## src/rtl/rtmr_pkg.sv

```systemverilog
package rtmr_pkg;
    parameter int CNT_W   = 9;
    parameter int DATA_W  = 8;
    parameter int WADDR_W = 3;
    parameter int RADDR_W = 2;

    localparam int LIN_W    = 2 * CNT_W;
    localparam int HI_W     = CNT_W - DATA_W;
    localparam int MODE_BIT = 7;
    localparam int VEN_BIT  = 1;
    localparam int HEN_BIT  = 0;
    localparam int CLR_BIT  = 0;

    localparam logic [CNT_W-1:0] H_LAST    = CNT_W'(340);
    localparam logic [CNT_W-1:0] V_LAST_60 = CNT_W'(261);
    localparam logic [CNT_W-1:0] V_LAST_50 = CNT_W'(311);
    localparam logic [CNT_W-1:0] CNT_ONE   = CNT_W'(1);

    typedef enum logic {
        MODE_RASTER = 1'b0,
        MODE_LINEAR = 1'b1
    } tmode_e;

    typedef enum logic [WADDR_W-1:0] {
        WA_CTRL    = WADDR_W'(0),
        WA_RESTART = WADDR_W'(1),
        WA_HCMP_LO = WADDR_W'(2),
        WA_HCMP_HI = WADDR_W'(3),
        WA_VCMP_LO = WADDR_W'(4),
        WA_VCMP_HI = WADDR_W'(5),
        WA_IRQ_CLR = WADDR_W'(6)
    } twaddr_e;

    typedef enum logic [RADDR_W-1:0] {
        RA_H_LO = RADDR_W'(0),
        RA_H_HI = RADDR_W'(1),
        RA_V_LO = RADDR_W'(2),
        RA_V_HI = RADDR_W'(3)
    } traddr_e;

    typedef struct packed {
        tmode_e mode;
        logic   ven;
        logic   hen;
    } tctrl_t;

    typedef struct packed {
        logic [CNT_W-1:0] v;
        logic [CNT_W-1:0] h;
    } tpos_t;

    function automatic logic [CNT_W-1:0] v_last(input logic fifty);
        return fifty ? V_LAST_50 : V_LAST_60;
    endfunction

    // One dot step in either mode.
    function automatic tpos_t advance(input tpos_t p, input tmode_e m, input logic fifty);
        tpos_t r;
        logic [LIN_W-1:0] lin;
        r = p;
        lin = '0;
        if (m == MODE_LINEAR) begin
            lin = {p.v, p.h} + LIN_W'(1);
            r.v = lin[LIN_W-1:CNT_W];
            r.h = lin[CNT_W-1:0];
        end else if (p.h >= H_LAST) begin
            r.h = '0;
            r.v = (p.v >= v_last(fifty)) ? '0 : p.v + CNT_ONE;
        end else begin
            r.h = p.h + CNT_ONE;
        end
        return r;
    endfunction

    function automatic logic is_hit(input tpos_t p, input tctrl_t c,
                                    input logic [CNT_W-1:0] hc, input logic [CNT_W-1:0] vc);
        return (c.hen || c.ven) && (!c.hen || p.h == hc) && (!c.ven || p.v == vc);
    endfunction
endpackage

```

## src/rtl/rtmr_regfile.sv

```systemverilog
module rtmr_regfile
    import rtmr_pkg::*;
(
    input  logic               clk,
    input  logic               rst,
    input  logic               wr_en,
    input  logic [WADDR_W-1:0] wr_addr,
    input  logic [DATA_W-1:0]  wr_data,
    output tctrl_t             ctrl,
    output logic [CNT_W-1:0]   h_cmp,
    output logic [CNT_W-1:0]   v_cmp,
    output logic               restart,
    output logic               irq_clr
);
    always_comb begin
        restart = wr_en && (wr_addr == WA_RESTART);
        irq_clr = wr_en && (wr_addr == WA_IRQ_CLR) && wr_data[CLR_BIT];
    end

    always_ff @(posedge clk) begin
        if (rst) begin
            ctrl  <= '0;
            h_cmp <= '0;
            v_cmp <= '0;
        end else if (wr_en) begin
            case (wr_addr)
                WA_CTRL: begin
                    ctrl.mode <= tmode_e'(wr_data[MODE_BIT]);
                    ctrl.ven  <= wr_data[VEN_BIT];
                    ctrl.hen  <= wr_data[HEN_BIT];
                end
                WA_HCMP_LO: h_cmp[DATA_W-1:0]     <= wr_data;
                WA_HCMP_HI: h_cmp[CNT_W-1:DATA_W] <= wr_data[HI_W-1:0];
                WA_VCMP_LO: v_cmp[DATA_W-1:0]     <= wr_data;
                WA_VCMP_HI: v_cmp[CNT_W-1:DATA_W] <= wr_data[HI_W-1:0];
                default: ;
            endcase
        end
    end

    // a high-byte write leaves the low compare bits alone
    a_r8_hi_keeps_lo: assert property (@(posedge clk) disable iff (rst)
        wr_en && wr_addr == WA_HCMP_HI |=> h_cmp[DATA_W-1:0] == $past(h_cmp[DATA_W-1:0]));
endmodule

```

## src/rtl/rtmr_counter.sv

```systemverilog
module rtmr_counter
    import rtmr_pkg::*;
(
    input  logic   clk,
    input  logic   rst,
    input  logic   tick,
    input  logic   restart,
    input  tmode_e mode,
    input  logic   fifty,
    output tpos_t  pos,
    output tpos_t  pos_nxt
);
    always_comb begin
        if (restart)   pos_nxt = '0;
        else if (tick) pos_nxt = advance(pos, mode, fifty);
        else           pos_nxt = pos;
    end

    always_ff @(posedge clk) begin
        if (rst) pos <= '0;
        else     pos <= pos_nxt;
    end

    a_r2_restart_zero: assert property (@(posedge clk) disable iff (rst)
        restart |=> pos == '0);

    a_r3_h_wrap: assert property (@(posedge clk) disable iff (rst)
        tick && mode == MODE_RASTER && pos.h >= H_LAST |=> pos.h == '0);

    a_r4_v_wrap: assert property (@(posedge clk) disable iff (rst)
        tick && !restart && mode == MODE_RASTER && pos.h >= H_LAST && pos.v >= v_last(fifty)
        |=> pos.v == '0);

    a_r5_lin_carry: assert property (@(posedge clk) disable iff (rst)
        tick && !restart && mode == MODE_LINEAR && pos.h == '1
        |=> pos.h == '0 && pos.v == $past(pos.v) + CNT_ONE);

    a_r3_idle_hold: assert property (@(posedge clk) disable iff (rst)
        !tick && !restart |=> $stable(pos));
endmodule

```

## src/rtl/rtmr_match.sv

```systemverilog
module rtmr_match
    import rtmr_pkg::*;
(
    input  logic             clk,
    input  logic             rst,
    input  logic             tick,
    input  logic             restart,
    input  tctrl_t           ctrl,
    input  logic [CNT_W-1:0] h_cmp,
    input  logic [CNT_W-1:0] v_cmp,
    input  tpos_t            pos_nxt,
    input  logic             irq_clr,
    output logic             irq
);
    logic hit;

    always_comb hit = tick && !restart && is_hit(pos_nxt, ctrl, h_cmp, v_cmp);

    always_ff @(posedge clk) begin
        if (rst)          irq <= 1'b0;
        else if (hit)     irq <= 1'b1;
        else if (irq_clr) irq <= 1'b0;
    end

    a_r6_no_tick_no_rise: assert property (@(posedge clk) disable iff (rst)
        !tick && !irq |=> !irq);

    a_r6_disabled_quiet: assert property (@(posedge clk) disable iff (rst)
        !ctrl.hen && !ctrl.ven && !irq |=> !irq);

    a_r7_clear_drops: assert property (@(posedge clk) disable iff (rst)
        irq_clr && !tick |=> !irq);

    a_r7_holds: assert property (@(posedge clk) disable iff (rst)
        irq && !irq_clr |=> irq);
endmodule

```

## src/rtl/rtmr_readback.sv

```systemverilog
module rtmr_readback
    import rtmr_pkg::*;
(
    input  logic               clk,
    input  logic               rst,
    input  logic               rd_en,
    input  logic [RADDR_W-1:0] rd_addr,
    input  tpos_t              pos,
    output logic [DATA_W-1:0]  rd_data
);
    tpos_t snap;
    logic  capture;

    always_comb capture = rd_en && (rd_addr == RA_H_LO);

    always_ff @(posedge clk) begin
        if (rst)          snap <= '0;
        else if (capture) snap <= pos;
    end

    always_comb begin
        case (rd_addr)
            RA_H_LO: rd_data = pos.h[DATA_W-1:0];
            RA_H_HI: rd_data = DATA_W'(snap.h[CNT_W-1:DATA_W]);
            RA_V_LO: rd_data = snap.v[DATA_W-1:0];
            RA_V_HI: rd_data = DATA_W'(snap.v[CNT_W-1:DATA_W]);
            default: rd_data = '0;
        endcase
    end

    a_r10_snap_hold: assert property (@(posedge clk) disable iff (rst)
        !capture |=> $stable(snap));

    a_r10_snap_load: assert property (@(posedge clk) disable iff (rst)
        capture |=> snap == $past(pos));
endmodule

```

## src/rtl/raster_timer.sv

```systemverilog
module raster_timer
    import rtmr_pkg::*;
(
    input  logic               clk,
    input  logic               rst,
    input  logic               fifty_hz,
    input  logic               dot_en,
    input  logic               wr_en,
    input  logic [WADDR_W-1:0] wr_addr,
    input  logic [DATA_W-1:0]  wr_data,
    input  logic               rd_en,
    input  logic [RADDR_W-1:0] rd_addr,
    output logic [DATA_W-1:0]  rd_data,
    output logic               timer_irq
);
    tctrl_t           ctrl;
    logic [CNT_W-1:0] h_cmp;
    logic [CNT_W-1:0] v_cmp;
    logic             restart;
    logic             irq_clr;
    tpos_t            pos;
    tpos_t            pos_nxt;

    rtmr_regfile u_regs (
        .clk(clk), .rst(rst), .wr_en(wr_en), .wr_addr(wr_addr), .wr_data(wr_data),
        .ctrl(ctrl), .h_cmp(h_cmp), .v_cmp(v_cmp), .restart(restart), .irq_clr(irq_clr)
    );

    rtmr_counter u_cnt (
        .clk(clk), .rst(rst), .tick(dot_en), .restart(restart), .mode(ctrl.mode),
        .fifty(fifty_hz), .pos(pos), .pos_nxt(pos_nxt)
    );

    rtmr_match u_match (
        .clk(clk), .rst(rst), .tick(dot_en), .restart(restart), .ctrl(ctrl),
        .h_cmp(h_cmp), .v_cmp(v_cmp), .pos_nxt(pos_nxt), .irq_clr(irq_clr), .irq(timer_irq)
    );

    rtmr_readback u_rd (
        .clk(clk), .rst(rst), .rd_en(rd_en), .rd_addr(rd_addr), .pos(pos), .rd_data(rd_data)
    );

    // flag is low in the first cycle after reset
    a_r1_reset_quiet: assert property (@(posedge clk) rst |=> !timer_irq);
endmodule

```

## config.mk

```make
export PLATFORM = sky130hd
export DESIGN_NAME = raster_timer
export DESIGN_NICKNAME = d
export VERILOG_FILES = /design/src/rtl/rtmr_pkg.sv /design/src/rtl/rtmr_regfile.sv /design/src/rtl/rtmr_counter.sv /design/src/rtl/rtmr_match.sv /design/src/rtl/rtmr_readback.sv /design/src/rtl/raster_timer.sv
export SDC_FILE = /design/constraint.sdc
export NUM_CORES = 1
export LEC_CHECK = 0
export BUFFER_PORTS_ARGS = -buffer_cell sky130_fd_sc_hd__buf_4
export CORE_AREA = 10 10 97 108
export CTS_CLUSTER_DIAMETER = 30
export DETAILED_ROUTE_END_ITERATION = 10
export DIE_AREA = 0 0 107 118
export SETUP_SLACK_MARGIN = 0.4
export SLEW_MARGIN = 20
export SYNTH_ARGS = -nofsm -noshare
export SYNTH_HDL_FRONTEND = slang
export SYNTH_SLANG_ARGS = --single-unit
```

## constraint.sdc

```tcl
create_clock -name clk -period 3.8 [get_ports clk]
set_clock_uncertainty 0.2 [all_clocks]
set_input_delay 0.19 -clock clk [delete_from_list [all_inputs] [get_ports clk]]
set_output_delay 0.19 -clock clk [all_outputs]
set_load 0.02 [all_outputs]
```

Word level (Yosys, flattened, before mapping)
Index checks and enable logic that the tools add are counted.
{ "totals": {"wordCells": 60, "output_inout_bits": 9, "register_bits": 58, "in_bits": 19} }
{ "op_classes": {"mux": 10, "n_addsub": 3, "order_cmp": 2, "reduce_logical": 22, "eq_ne": 11} }
{ "op_table": {"columns": ["cell", "n"], "rows": [
  ["two-way mux 18 bit", 3],
  ["case mux 8 bit (4 select lines)", 1],
  ["two-way mux 9 bit", 3],
  ["adder 18 x 1 -> 18 bit, second input constant", 1],
  ["adder 9 x 1 -> 9 bit, second input constant", 2],
  ["== test 9 bit", 2],
  ["AND reduction 2 bit", 5],
  ["== test 3 bit, second input constant", 3],
  ["greater-or-equal comparator 9 bit", 1],
  ["greater-or-equal comparator 9 bit, second input constant", 1],
  ["logical AND 1 bit", 8],
  ["== test 3 x 2 -> 1 bit, second input constant", 2],
  ["two-way mux 6 bit", 1],
  ["== test 2 bit, second input constant", 2],
  ["== test 3 x 1 -> 1 bit, second input constant", 1],
  ["logical NOT 1 bit", 3],
  ["logical NOT 3 bit", 1],
  ["logical OR 1 bit", 3],
  ["== test 2 x 1 -> 1 bit, second input constant", 1],
  ["logical NOT 2 bit", 1],
  ["two-way mux 1 bit", 2],
  ["nonzero test 2 bit", 1]
]} }

Logic depth before layout (Yosys ltp)
{ "logic_depth": {"word_depth": 13, "mapped_depth": 11, "mapped_depth_nobuf": 10} }

By module
From an unflattened synthesis, not the netlist that was laid out.
{ "hier_totals": {"hier_cells": 384, "area_unflattened_um2": 3427.0} }
{ "by_module_without_submodules": {"columns": ["module", "seq_area_each_um2", "area_per_inst_um2", "cells_each", "n_inst"], "rows": [
  ["rtmr_counter", 360.3, 1617.8, 204, 1],
  ["rtmr_regfile", 420.4, 949.7, 86, 1],
  ["rtmr_readback", 200.2, 600.6, 61, 1],
  ["rtmr_match", 20.0, 259.0, 33, 1]
]} }

Worst setup path after synthesis
OpenSTA, ideal clock, no wires.
{ "synth_path": {"kind": "flip-flop to flip-flop", "from": "register u_cnt.pos[13] (netlist name)", "to": "register u_match.irq", "required_ns": 3.541, "n_path_buf": 1, "synth_period_minus_slack_ns": 2.479, "setup_time_ns": 0.059, "path_stages_with_launch": 11, "path_slack_ns": 1.321, "arrival_ns": 2.220, "path_cell_list": "dfxtp_1 ha_1 nand4_1 o221a_2 buf_2 a311oi_1 a211o_1 o2111ai_1 nor4_1 nand4_1 nand2_1"} }
{ "synth_between": {"elab_chain_len": 11, "elab_cells_between_ends": 14, "cone_classes": "add/sub (2); order compare (1); eq/ne (1); mux (6); reduce/logical (4)"} }
{ "synth_rtl": {"columns": ["element", "line_no", "text"], "rows": [
  ["adder 9 x 1 -> 9 bit or greater-or-equal comparator 9 bit (tied branches)", "rtmr_pkg.sv:68", "r.v = (p.v >= v_last(fifty)) ? '0 : p.v + CNT_ONE;"],
  ["two-way mux 9 bit", "rtmr_pkg.sv:68", null],
  ["two-way mux 9 bit", "rtmr_pkg.sv:66", "end else if (p.h >= H_LAST) begin"],
  ["two-way mux 18 bit", "rtmr_pkg.sv:62", "if (m == MODE_LINEAR) begin"],
  ["two-way mux 18 bit (*)", "rtmr_counter.sv:15", "else if (tick) pos_nxt = advance(pos, mode, fifty);"],
  ["two-way mux 18 bit (*)", "rtmr_counter.sv:14", "if (restart) pos_nxt = '0;"],
  ["== test 9 bit (*)", "rtmr_pkg.sv:77", "return (c.hen || c.ven) && (!c.hen || p.h == hc) && (!c.ven || p.v == vc);"],
  ["logical OR 1 bit (*)", "rtmr_pkg.sv:77", null],
  ["logical AND 1 bit (*)", "rtmr_pkg.sv:77", null],
  ["logical AND 1 bit (*)", "rtmr_match.sv:17", "always_comb hit = tick && !restart && is_hit(pos_nxt, ctrl, h_cmp, v_cmp);"],
  ["two-way mux 1 bit or nonzero test 2 bit (tied branches)", null, null],
  ["end signal: assignment", "rtmr_match.sv:20", "if (rst) irq <= 1'b0;"],
  ["end signal: assignment", "rtmr_match.sv:21", "else if (hit) irq <= 1'b1;"],
  ["end signal: assignment", "rtmr_match.sv:22", "else if (irq_clr) irq <= 1'b0;"],
  ["end: declaration", "rtmr_match.sv:13", "output logic irq"]
]} }
Mark *: on every way between the ends. The rest lies on a longest branch, timed or not.
A chain may end at the register's enable or synchronous reset.

Final worst setup path
{ "layout_path": {"from": "register u_cnt.pos[0] (netlist name)", "to": "register u_match.irq"} }
{ "layout_between": {"elab_chain_len": 11, "elab_cells_between_ends": 17, "cone_classes": "add/sub (2); order compare (1); eq/ne (2); mux (6); reduce/logical (6)"} }
{ "layout_rtl": {"columns": ["element", "line_no"], "rows": [
  ["adder 9 x 1 -> 9 bit or greater-or-equal comparator 9 bit (tied branches)", "rtmr_pkg.sv:70, rtmr_pkg.sv:66"],
  ["two-way mux 9 bit", "rtmr_pkg.sv:66"],
  ["two-way mux 18 bit", "rtmr_pkg.sv:62"],
  ["two-way mux 18 bit (*)", "rtmr_counter.sv:15"],
  ["two-way mux 18 bit (*)", "rtmr_counter.sv:14"],
  ["== test 9 bit", "rtmr_pkg.sv:77"],
  ["logical OR 1 bit", "rtmr_pkg.sv:77"],
  ["logical AND 1 bit", "rtmr_pkg.sv:77"],
  ["logical AND 1 bit (*)", "rtmr_pkg.sv:77"],
  ["logical AND 1 bit (*)", "rtmr_match.sv:17"],
  ["two-way mux 1 bit or nonzero test 2 bit (tied branches)", null]
]} }
Marks and branches as above.

==> summary.md <==
| Metric | Value |
|---|---|
| Outcome | finished, final reports clean |
| Final hold vios | 0 |
| Residual DRC | 0 |
| Fin crit period | 3.084 ns |
| Post-synth top area cell | dfxtp_1 |
| H-tree levels | 2 |
| Share of the synthesized area in the top cell type | 27.42% |
| Tightest Pin Transition | 0.9749 ns |
| Num rows | 35 |
| DRT iter0 DRCs | 338 |
| Layout cell share with drive strength beyond 1 | 12.11% |
| Fmax | 324.3 MHz |
| Post-Route WL | 11700 um |
| Die Y | 118 um |
| Post-Syn Area per Cell | 7.752 um^2 |
| Clk sinks | 50 |
| Core Region | 0.008233 mm^2 |
| Largest net degree at the start of global routing | 36 |
| Via count | 3706 |
| Critical Path AT | 3.14 ns |
| Total power | 0.001088 W |
| Ys async rst share | 0% |
| Avg WL per Cell | 19.56 um |
| Final setup vio count | 0 |
| Largest family of logic cells by synthesized area | simple AND/OR/NAND/NOR gates |
| CTS Buf Count | 5 |
| Adder-Cell Fraction of Synth Area | 2.056% |
| Synthesized cell area | 0.003651 mm^2 |
| Syn_nets | 496 |
| P&R area growth vs syn | 12.27% |
| Hold Crit Depth | 2 |
| TNS Setup | 0 ns |
| Final Max Tran Viols | 0 |
| Pwr Density | 265.3 mW/mm^2 |
| Ant. Diodes | 0 |
| Maxcap violations | 0 |
| Root buffer cell | clkbuf_8 |
| Number of distinct library cells after synthesis | 78 |
| Pleak | 1.520 nW |
| Top post-synthesis cells by area | dfxtp_1 27%, mux2i_1 7.7%, nor2_1 7.0%, nand2_1 4.5%, a21oi_1 4.2% |
| Initial antenna violation count | 0 |
| Total global routing overflow | 0 |
| Nets | 511 |
| Most frequent cells in the layout | 68 x nor2_1, 50 x dfxtp_1, 44 x nand2_1, 32 x buf_4, 31 x a21oi_1 |
| Top Ports | 28 |
| Via-to-Cell Ratio | 6.197 |
| Hold_sp | rst |
| R2R depth | 8 |
| Synth Area in XOR/XNOR | 2.776% |
| EDFF count, synth | 0 |
| Clock Tree Buf Depth | 2 |
| Crit-path max FO | 9 |
| Synth Area in Compound Gates | 22.86% |
| Total track usage | 18.01% |
| Final WS setup | 0.7161 ns |
| YS warnings | 0 |
| Worst-skew pair later-pin latency | 0.31 ns |
| Design area | 0.004099 mm^2 |
| Worst reg2reg setup slack | 0.72 ns |
| Initial core utilization | 44.35% |
| Cells after Synth | 471 |
| Setup Buffers After CTS | 0 |
| Clk slew on worst S/H paths | 0.10 ns |
| CP Data Required Time | 3.86 ns |
| Crit Path Class | register to register |
| Post-route ant nets | 0 |
| Yosys reg bits | 50 |
| Placed inst area | 0.003889 mm^2 |
| Die area | 0.01263 mm^2 |
| R2R Path Start | u_cnt.pos[0]$_SDFF_PP0_ |
| Reg-to-Reg End | u_match.irq$_SDFFE_PP0P_ |
| Worst setup EP type | register |
| Mux share of post-synthesis cell area | 8.705% |
| Register area share after synthesis | 27.42% |
| Slew margin rel. | 34.72% |
| HPWL after DPL | 8734 um |
| Hold Crit Class | input port to register |
| Startpoint class of the critical path | register |
| Synth Area in Simple Gates | 30.29% |
| Peak supply drop | 0.1601 mV |
| Worst slack, placed | 0.8011 ns |
| Hold Path End | u_regs.v_cmp[8]$_SDFFE_PP0P_ |
| Post-Layout Cell Count | 598 |
| Unrepaired setup endpoints after global routing | false |
| Input/output buffers | 27 |
| Die extent in x | 107 um |
| Vias in the first global route | 3511 |
| First-pass GRT wire length | 18700 um |
| TritonCTS clock tree | yes |
| Final worst-path cycle share | 81.15% |
| DR pass1 iterations | 5 |
| Placed cells | 582 |
| GP Congestion | 0.9952 |
| Commonest non-fill, non-tap cell in the layout | nor2_1 |
| Ys flop type | dfxtp_1 |
-- layout make-up --
class	count	area, um^2
fillers	834	4134
multi-input cells	374	2461
flip-flops and latches	50	1001
repair buffers	40	320.3
well taps	111	138.9
clock buffers	6	82.58
inverters	15	56.30
clock inverters	2	38.79
-- logic make-up after synthesis --
family,after synthesis
simple gates,212
compound gates,116
flops,50
buf+inv,47
mux,30
xor+xnor,10
fa+ha+maj,6
-- timing repair --
item / 4_1_cts / 5_1_grt
hold buffers: 8 / 0
gates resized for setup: 0 / 0
endpoints found under the hold margin: 21 / 0
-- layer usage --
metal  vias up  track usage [%]  wire [um]
li1       1781                -          -
met1      1744            24.00       5386
met2       156            28.25       5297
met3        25            3.450        777
met4         0            5.678        238
met5         -                0          0
-- through the flow --
stage                     hold slack, ns  util (%)
after floorplan                   0.1260         -
after CTS                        0.06656     49.68
after detailed placement          0.2490     47.23
after global placement            0.2434     47.23
after global routing             0.07970     49.79
final                            0.07129     49.79
-- how the worst max path moves through the flow --
stage | slack, ns | to | startpoint | depth (start not counted)
floorplan | 1.32 | u_match.irq$_SDFFE_PP0P_ | u_cnt.pos[13]$_SDFF_PP0_ | 10
global placement | 0.83 | u_match.irq$_SDFFE_PP0P_ | u_cnt.pos[10]$_SDFF_PP0_ | 9
detailed placement | 0.80 | u_match.irq$_SDFFE_PP0P_ | u_cnt.pos[0]$_SDFF_PP0_ | 8
CTS | 0.76 | u_match.irq$_SDFFE_PP0P_ | u_cnt.pos[0]$_SDFF_PP0_ | 8
global route | 0.51 | u_match.irq$_SDFFE_PP0P_ | u_cnt.pos[0]$_SDFF_PP0_ | 8
finish | 0.72 | u_match.irq$_SDFFE_PP0P_ | u_cnt.pos[0]$_SDFF_PP0_ | 8
-- sequential cells by signal, indices dropped and copies added (netlist names) --
register / count
u_regs.v_cmp: 9
u_rd.snap: 10
u_regs.h_cmp: 9
u_regs.ctrl: 3
u_cnt.pos: 18
u_match.irq: 1
-- synth_stat cells (6+ instances only) --
cell type,count
a21oi_1,31
and3_1,7
and4_1,8
buf_2,10
clkbuf_1,15
dfxtp_1,50
ha_1,6
inv_1,14
mux2i_1,28
nand2_1,44
nand2b_1,8
nand3_1,13
nand4_1,8
nor2_1,68
nor3_1,14
nor4_1,8
o211ai_1,9
o21ai_0,15
or3_1,6
-- worst max-delay path, cell delays in order, from the launching register on --
cell and delay [ns]:
dfxtp_1 0.56, ha_1 0.34, nand2_1 0.14, or3_4 0.43
a2111oi_0 0.44, a211oi_1 0.14, a211oi_1 0.48, nand4_1 0.19
nand2_1 0.10
-- where the power goes --
group	switching [W]	internal, W
combinational	0.0000742	0.0000562
sequential	0.0000151	0.000532
clock	0.000193	0.000217
total	0.000283	0.000805
Power figures use the tool's default switching activity.
